### src/rtl/wdog_pkg.sv
// Shared constants and types for the keyed watchdog.
// Assumes byte addresses of at least 6 bits; offsets are the software map.
package wdog_pkg;
    localparam logic [7:0] OFF_TMO_LO  = 8'h00;
    localparam logic [7:0] OFF_TMO_HI  = 8'h04;
    localparam logic [7:0] OFF_CTRL    = 8'h08;
    localparam logic [7:0] OFF_CLEAR   = 8'h0C;
    localparam logic [7:0] OFF_RAW     = 8'h10;
    localparam logic [7:0] OFF_MASK    = 8'h14;
    localparam logic [7:0] OFF_CNT_LO  = 8'h18;
    localparam logic [7:0] OFF_CNT_HI  = 8'h1C;
    localparam logic [7:0] OFF_KEY     = 8'h20;
    localparam logic [7:0] OFF_WARN_HI = 8'h2C;
    localparam logic [7:0] OFF_WARN_LO = 8'h30;

    localparam logic [15:0] UNLOCK_KEY = 16'hE551;

    // Control register, bit 3 down to bit 0.
    typedef struct packed {
        logic rst_en;
        logic mode;
        logic cnt_en;
        logic int_en;
    } wdog_ctrl_t;
endpackage

### src/rtl/wdog_regs.sv
// Register file, key lock, clear strobes, commit strobe and read mux.
// Assumes DATA_W is even; each value is split into DATA_W/2-bit halves.
module wdog_regs
    import wdog_pkg::*;
#(
    parameter int DATA_W = 32,
    parameter int ADDR_W = 6,
    localparam int HALF_W = DATA_W / 2
) (
    input  logic              clk,
    input  logic              rst_n,
    input  logic [ADDR_W-1:0] addr,
    input  logic              wr_en,
    input  logic [DATA_W-1:0] wdata,
    input  logic [DATA_W-1:0] count,
    input  logic              raw_int,
    input  logic              raw_rst,
    input  logic              busy,
    output logic              locked,
    output wdog_ctrl_t        ctrl,
    output logic              mask_int,
    output logic [DATA_W-1:0] tmo_val,
    output logic [DATA_W-1:0] warn_val,
    output logic              commit,
    output logic              clr_int,
    output logic              clr_rst,
    output logic [DATA_W-1:0] rdata
);
    logic [HALF_W-1:0] tmo_hi, tmo_lo, warn_hi, warn_lo;
    logic              wr_open;
    logic              unused_wbits;

    assign wr_open      = wr_en && !locked;
    assign unused_wbits = ^wdata[DATA_W-1:HALF_W];
    assign tmo_val      = {tmo_hi, tmo_lo};
    assign warn_val     = {warn_hi, warn_lo};
    assign commit       = wr_open && (addr == ADDR_W'(OFF_TMO_LO) || addr == ADDR_W'(OFF_WARN_LO));
    assign clr_int      = wr_open && addr == ADDR_W'(OFF_CLEAR) && wdata[0];
    assign clr_rst      = wr_open && addr == ADDR_W'(OFF_CLEAR) && wdata[3];

    // Key lock: the key value opens, any other value closes.
    always_ff @(posedge clk) begin
        if (!rst_n)
            locked <= 1'b1;
        else if (wr_en && addr == ADDR_W'(OFF_KEY))
            locked <= (wdata[HALF_W-1:0] != UNLOCK_KEY[HALF_W-1:0]);
    end

    // Guarded control and staging registers; mask is unguarded.
    always_ff @(posedge clk) begin
        if (!rst_n) begin
            ctrl     <= '0;
            mask_int <= 1'b0;
            tmo_hi   <= '0;
            tmo_lo   <= '0;
            warn_hi  <= '0;
            warn_lo  <= '0;
        end else begin
            if (wr_en && addr == ADDR_W'(OFF_MASK)) mask_int <= wdata[0];
            if (wr_open) begin
                case (addr)
                    ADDR_W'(OFF_CTRL):    ctrl    <= wdog_ctrl_t'(wdata[3:0]);
                    ADDR_W'(OFF_TMO_HI):  tmo_hi  <= wdata[HALF_W-1:0];
                    ADDR_W'(OFF_TMO_LO):  tmo_lo  <= wdata[HALF_W-1:0];
                    ADDR_W'(OFF_WARN_HI): warn_hi <= wdata[HALF_W-1:0];
                    ADDR_W'(OFF_WARN_LO): warn_lo <= wdata[HALF_W-1:0];
                    default: ;
                endcase
            end
        end
    end

    // Read mux: halves are zero-extended, unlisted addresses give zero.
    always_comb begin
        rdata = '0;
        case (addr)
            ADDR_W'(OFF_TMO_LO):  rdata[HALF_W-1:0] = tmo_lo;
            ADDR_W'(OFF_TMO_HI):  rdata[HALF_W-1:0] = tmo_hi;
            ADDR_W'(OFF_CTRL):    rdata[3:0]        = ctrl;
            ADDR_W'(OFF_RAW):     rdata[4:0]        = {busy, raw_rst, 2'b00, raw_int};
            ADDR_W'(OFF_MASK):    rdata[0]          = mask_int;
            ADDR_W'(OFF_CNT_LO):  rdata[HALF_W-1:0] = count[HALF_W-1:0];
            ADDR_W'(OFF_CNT_HI):  rdata[HALF_W-1:0] = count[DATA_W-1:HALF_W];
            ADDR_W'(OFF_KEY):     rdata[0]          = locked;
            ADDR_W'(OFF_WARN_HI): rdata[HALF_W-1:0] = warn_hi;
            ADDR_W'(OFF_WARN_LO): rdata[HALF_W-1:0] = warn_lo;
            default: ;
        endcase
    end
endmodule

### src/rtl/wdog_loader.sv
// Load handshake: holds busy after a commit and fires apply on the
// LOAD_TICKS-th slow tick. A new commit restarts the wait.
// Assumes LOAD_TICKS >= 1.
module wdog_loader #(
    parameter int LOAD_TICKS = 2,
    localparam int CW = $clog2(LOAD_TICKS + 1)
) (
    input  logic clk,
    input  logic rst_n,
    input  logic tick,
    input  logic commit,
    output logic busy,
    output logic apply
);
    logic [CW-1:0] seen;

    assign apply = busy && tick && !commit && (seen == CW'(LOAD_TICKS - 1));

    // Busy flag and tick count since the last commit.
    always_ff @(posedge clk) begin
        if (!rst_n) begin
            busy <= 1'b0;
            seen <= '0;
        end else if (commit) begin
            busy <= 1'b1;
            seen <= '0;
        end else if (apply) begin
            busy <= 1'b0;
            seen <= '0;
        end else if (busy && tick) begin
            seen <= seen + 1'b1;
        end
    end
endmodule

### src/rtl/wdog_counter.sv
// Down-counter with threshold and expiry flags and the reset pulse.
// Assumes apply and tick arrive as single-cycle enables.
module wdog_counter #(
    parameter int DATA_W = 32
) (
    input  logic              clk,
    input  logic              rst_n,
    input  logic              tick,
    input  logic              cnt_en,
    input  logic              rst_en,
    input  logic              apply,
    input  logic [DATA_W-1:0] tmo_val,
    input  logic [DATA_W-1:0] warn_val,
    input  logic              clr_int,
    input  logic              clr_rst,
    output logic [DATA_W-1:0] count,
    output logic              raw_int,
    output logic              raw_rst,
    output logic              rst_req
);
    logic [DATA_W-1:0] warn_q;
    logic [DATA_W-1:0] next_cnt;
    logic              step, hit_warn, hit_zero;

    assign step     = tick && cnt_en && !apply && (count != '0);
    assign next_cnt = count - 1'b1;
    assign hit_warn = step && (next_cnt == warn_q);
    assign hit_zero = step && (next_cnt == '0);

    // Count register: load on apply, step down on ticks.
    always_ff @(posedge clk) begin
        if (!rst_n) begin
            count  <= '0;
            warn_q <= '0;
        end else if (apply) begin
            count  <= tmo_val;
            warn_q <= warn_val;
        end else if (step) begin
            count  <= next_cnt;
        end
    end

    // Sticky flags (a set wins over a clear) and the reset pulse.
    always_ff @(posedge clk) begin
        if (!rst_n) begin
            raw_int <= 1'b0;
            raw_rst <= 1'b0;
            rst_req <= 1'b0;
        end else begin
            raw_int <= hit_warn || (raw_int && !clr_int);
            raw_rst <= hit_zero || (raw_rst && !clr_rst);
            rst_req <= hit_zero && rst_en;
        end
    end
endmodule

### src/rtl/keyed_watchdog.sv
// Top level: joins the register file, the load handshake and the counter,
// and forms the masked interrupt.
// Assumes tick is a single-cycle enable in the clk domain.
module keyed_watchdog
    import wdog_pkg::*;
#(
    parameter int DATA_W     = 32,
    parameter int ADDR_W     = 6,
    parameter int LOAD_TICKS = 2
) (
    input  logic              clk,
    input  logic              rst_n,
    input  logic              tick,
    input  logic [ADDR_W-1:0] addr,
    input  logic              wr_en,
    input  logic [DATA_W-1:0] wdata,
    output logic [DATA_W-1:0] rdata,
    output logic              irq,
    output logic              rst_req
);
    wdog_ctrl_t        ctrl;
    logic              locked, mask_int, commit, clr_int, clr_rst;
    logic              busy, apply, raw_int, raw_rst;
    logic [DATA_W-1:0] tmo_val, warn_val, count;

    wdog_regs #(.DATA_W(DATA_W), .ADDR_W(ADDR_W)) u_regs (
        .clk(clk), .rst_n(rst_n), .addr(addr), .wr_en(wr_en), .wdata(wdata),
        .count(count), .raw_int(raw_int), .raw_rst(raw_rst), .busy(busy),
        .locked(locked), .ctrl(ctrl), .mask_int(mask_int),
        .tmo_val(tmo_val), .warn_val(warn_val), .commit(commit),
        .clr_int(clr_int), .clr_rst(clr_rst), .rdata(rdata)
    );

    wdog_loader #(.LOAD_TICKS(LOAD_TICKS)) u_load (
        .clk(clk), .rst_n(rst_n), .tick(tick), .commit(commit),
        .busy(busy), .apply(apply)
    );

    wdog_counter #(.DATA_W(DATA_W)) u_cnt (
        .clk(clk), .rst_n(rst_n), .tick(tick), .cnt_en(ctrl.cnt_en),
        .rst_en(ctrl.rst_en), .apply(apply), .tmo_val(tmo_val),
        .warn_val(warn_val), .clr_int(clr_int), .clr_rst(clr_rst),
        .count(count), .raw_int(raw_int), .raw_rst(raw_rst), .rst_req(rst_req)
    );

    assign irq = raw_int && ctrl.int_en && !mask_int;
endmodule

### config.mk
export PLATFORM = sky130hd
export DESIGN_NAME = keyed_watchdog
export DESIGN_NICKNAME = d
export VERILOG_FILES = /design/src/rtl/wdog_pkg.sv /design/src/rtl/wdog_regs.sv /design/src/rtl/wdog_loader.sv /design/src/rtl/wdog_counter.sv /design/src/rtl/keyed_watchdog.sv
export SDC_FILE = /design/constraint.sdc
export NUM_CORES = 1
export LEC_CHECK = 0
export CORE_MARGIN = 3
export CORE_UTILIZATION = 58
export CTS_CLUSTER_SIZE = 12
export DETAILED_ROUTE_END_ITERATION = 8
export HOLD_SLACK_MARGIN = 0.05
export PLACE_DENSITY = 0.81
export SYNTH_ARGS = -nofsm -noshare
export SYNTH_HDL_FRONTEND = slang
export SYNTH_HIERARCHICAL = 1
export SYNTH_SLANG_ARGS = --single-unit
export TNS_END_PERCENT = 50
### constraint.sdc
create_clock -name clk -period 4.38 [get_ports clk]
set_clock_uncertainty 0.2 [all_clocks]
set_input_delay 0.657 -clock clk [delete_from_list [all_inputs] [get_ports clk]]
set_output_delay 0.657 -clock clk [all_outputs]
set_load 0.05 [all_outputs]
==> flow_summary_export.csv <==
group,metric,value,unit
logic_synthesis,syn_area_per_cell,8.37,µm²
logic_synthesis,yosysTopAreaCellShare,35.0,%
critical_path,cp_slowest_cell,"nor4_4",
cts,ctsHoldBuffers,0,
global_route,grt_antenna_before_repair,0,
logic_synthesis,synth-edff-count,0,
global_route,grt_pass1_wl,40100,µm
timing,fmax,260,MHz
cts,cts_sinks,140,
timing,hold_viol_final,0,
layout,final_common_cell,"dfxtp_1",
drt,wl,26500,µm
drt,drc_errors,0,
pwr,p_per_area,311,nW/µm²
cts,cts_made_buffers,17,
drt,wl_met3,3400,µm
logic_synthesis,synthTopCellsByArea,"dfxtp_1 35%, mux2i_1 9.6%, nor2_1 5.6%",
cts,cts_resized,0,
drt,dr.pass1.iters,7,
timing,rsz0062_at_grt,"no",
timing,slew_headroom,39.2,%
cts,cts_tree,"built",
min_path,hold_start,"u_cnt/raw_rst",
critical_path,worst_ep_arrival_time,4.00,ns
critical_path,cp_max_fo,26,
critical_path,crit_type,"reg2reg",
drt,vias_per_cell,6.63,
layout,layout.nets,1011,
critical_path,cp.required,4.53,ns
die,placementRows,42,
critical_path,rr_startpoint,"u_cnt/count[0]",
critical_path,startpoint,"u_cnt/count[0]",
critical_path,path_cells,"inv_1 > ha_1 > or3b_2 > nor4_4 > a31oi_2 > buf_4 > nor2_1 > o21ai_0 > a21oi_1",
drt,dr.max_layer_used,"met4",
drt,route.met2.wl,11500,µm
layout,mostFrequentLayoutCells,"140 x dfxtp_1, 119 x nor2_1, 103 x nand2_1",
logic_synthesis,synth.distinct_cells,83,
die,dieArea,15200,µm²
placement,place_congestion,1.03,
run_status,status,"finished clean",
cts,htree_levels,4,
drt,final_antenna_net_count,0,
cts,clk_path_buf_depth,2,
critical_path,crit_path_end_kind,"register",
critical_path,cp_top_family,"simple AND/OR/NAND/NOR gates",
drt,met1Wirelength,10900,µm
layout,drive_above_1_share,10.2,%
cts,cts_setup_buffers,0,
critical_path,slowest_delay,0.68,ns
layout,syn_to_final_growth,12.9,%
layout,final_cells,1155,
critical_path,path_buf_inv,2,
die,coreArea,13300,µm²
run,cap_viol_max_count,0,
drt,drt-initial-drc-count,1183,
logic_synthesis,synth_ff_type,"dfxtp_1",
die,die_y,123,µm
logic_synthesis,yosysTopAreaCell,"dfxtp_1",
timing,finalMaxSlewViolations,0,
die,start_util,60.0,%
drt,routedWlPerCell,22.9,µm
cts,clkLatencyLatePin,0.43,ns
pwr,peakVddDrop,0.303,mV
logic_synthesis,synthCells,957,
logic_synthesis,ys_seq_area_share,35.0,%
drt,via_count,7661,
timing,finalSetupViolations,0,
logic_synthesis,async_flop_share,0,%
logic_synthesis,netlist_area,8010,µm²
timing,fin_setup_tns,0,ns
logic_synthesis,ys_seq_elements,140,
placement,detailed_place_hpwl,18500,µm
global_route,globalRouteOverflowTotal,0,
die,die_w,123,µm
timing,period_share,87.9,%
global_route,grt_pass1_vias,6932,
timing,fin_ws,0.528,ns
min_path,hp-class,"reg2reg",
global_route,grt_usage,35.2,%
timing,post-route-min-period,3.85,ns
placement,io_buffer_count,43,
placement,placedCellCount,1123,
layout,diodes,0,
timing,whs,0.268,ns
global_route,grt_max_degree,64,
timing,tightestPinTransition,0.909,ns
cts,clock-root-buffer,"clkbuf_16",
cts,clkTransAtPathRegs,0.06,ns
critical_path,crit_path_start_kind,"register",
die,io_pins,76,
placement,place_ws,0.314,ns
logic_synthesis,yosysWarnings,6,
pwr,power.leakage,0.00331,µW
[metrics by stage]
stage	utilization, %	area (µm²)	total power (µW)
final	67.7	9040	2810
after global routing	67.7	9040	2870
after CTS	67.7	9040	2810
after detailed placement	63.4	8470	1430
after global placement	63.4	8470	1420
after floorplan	-	8060	1380
[cell type report]
class                   instances  area [µm²]
repair buffers                 62         658
flip-flops and latches        140        2800
fillers                      1115        4310
multi-input cells             733        4740
inverters                      12        45.0
well taps                     176         220
clock inverters                13         131
clock buffers                  19         443
[logic make-up after synthesis]
logic type,synth area share (%)
and+or+nand+nor,26.2
AOI/OAI and AO/OA,16.8
DFF,35.0
buffers and inverters,6.49
muxes,9.77
xor gates and xnor gates,5.20
adders and majority gates,0.469
other,0.0468
[layer usage]
metal | vias up | track usage [%]
li1 | 3447 | -
met1 | 3641 | 49.5
met2 | 515 | 52.2
met3 | 58 | 11.0
met4 | 0 | 9.62
met5 | - | 0
[state kept, by name, indices dropped and copies added (netlist names)]
| register | count |
|---|---|
| u_cnt/count | 32 |
| u_cnt/warn_q | 32 |
| u_regs/tmo_hi | 16 |
| u_regs/tmo_lo | 16 |
| u_regs/warn_hi | 16 |
| u_regs/warn_lo | 16 |
| u_regs/ctrl | 4 |
| u_load/seen | 2 |
| u_cnt/raw_int | 1 |
| u_cnt/raw_rst | 1 |
| u_cnt/rst_req | 1 |
| u_load/busy | 1 |
| u_regs/locked | 1 |
| u_regs/mask_int | 1 |
[worst paths after layout]
check | to | slack (ns) | cells past startpoint
min | u_cnt/raw_rst | 0.27 | 2
min reg2reg | u_cnt/raw_rst | 0.27 | 2
max | u_cnt/count[25] | 0.53 | 9
max reg2reg | u_cnt/count[25] | 0.53 | 9
[where the power goes]
part	total, µW	internal, µW	leakage, µW	switching [µW]
clock network	1410	809	0.000277	602
registers	1270	1270	0.00113	0.144
logic	126	35.3	0.00190	90.7
total	2810	2120	0.00331	693
[Yosys cell counts (4+ instances only)]
| master | n |
|---|---|
| dfxtp_1 | 140 |
| nor2_1 | 119 |
| nand2_1 | 103 |
| mux2i_1 | 77 |
| a22oi_1 | 45 |
| clkbuf_1 | 41 |
| nand3_1 | 32 |
| a21oi_1 | 31 |
| nor3_1 | 29 |
| o21ai_0 | 27 |
| xnor2_1 | 25 |
| buf_4 | 22 |
| xor2_1 | 18 |
| buf_2 | 15 |
| a221oi_1 | 13 |
| a222oi_1 | 13 |
| nor2b_1 | 13 |
| nor4_1 | 13 |
| a21boi_0 | 12 |
| a21boi_1 | 11 |
| nand4_1 | 11 |
| inv_1 | 10 |
| or3_1 | 9 |
| o31ai_1 | 7 |
| nand2b_1 | 6 |
| nor3b_1 | 6 |
| and3_1 | 5 |
| and4_1 | 5 |
| nand3b_1 | 5 |
| or4_1 | 5 |
| a211oi_1 | 4 |
| buf_1 | 4 |
| buf_6 | 4 |
| nor4_4 | 4 |
[worst register-to-register path, cell delays in order (launching register included)]
cell,delay (ns)
dfxtp_1,0.43
inv_1,0.11
ha_1,0.26
or3b_2,0.54
nor4_4,0.68
a31oi_2,0.19
buf_4,0.29
nor2_1,0.66
o21ai_0,0.25
a21oi_1,0.17
Note: power is estimated with default switching activity, not from simulation.
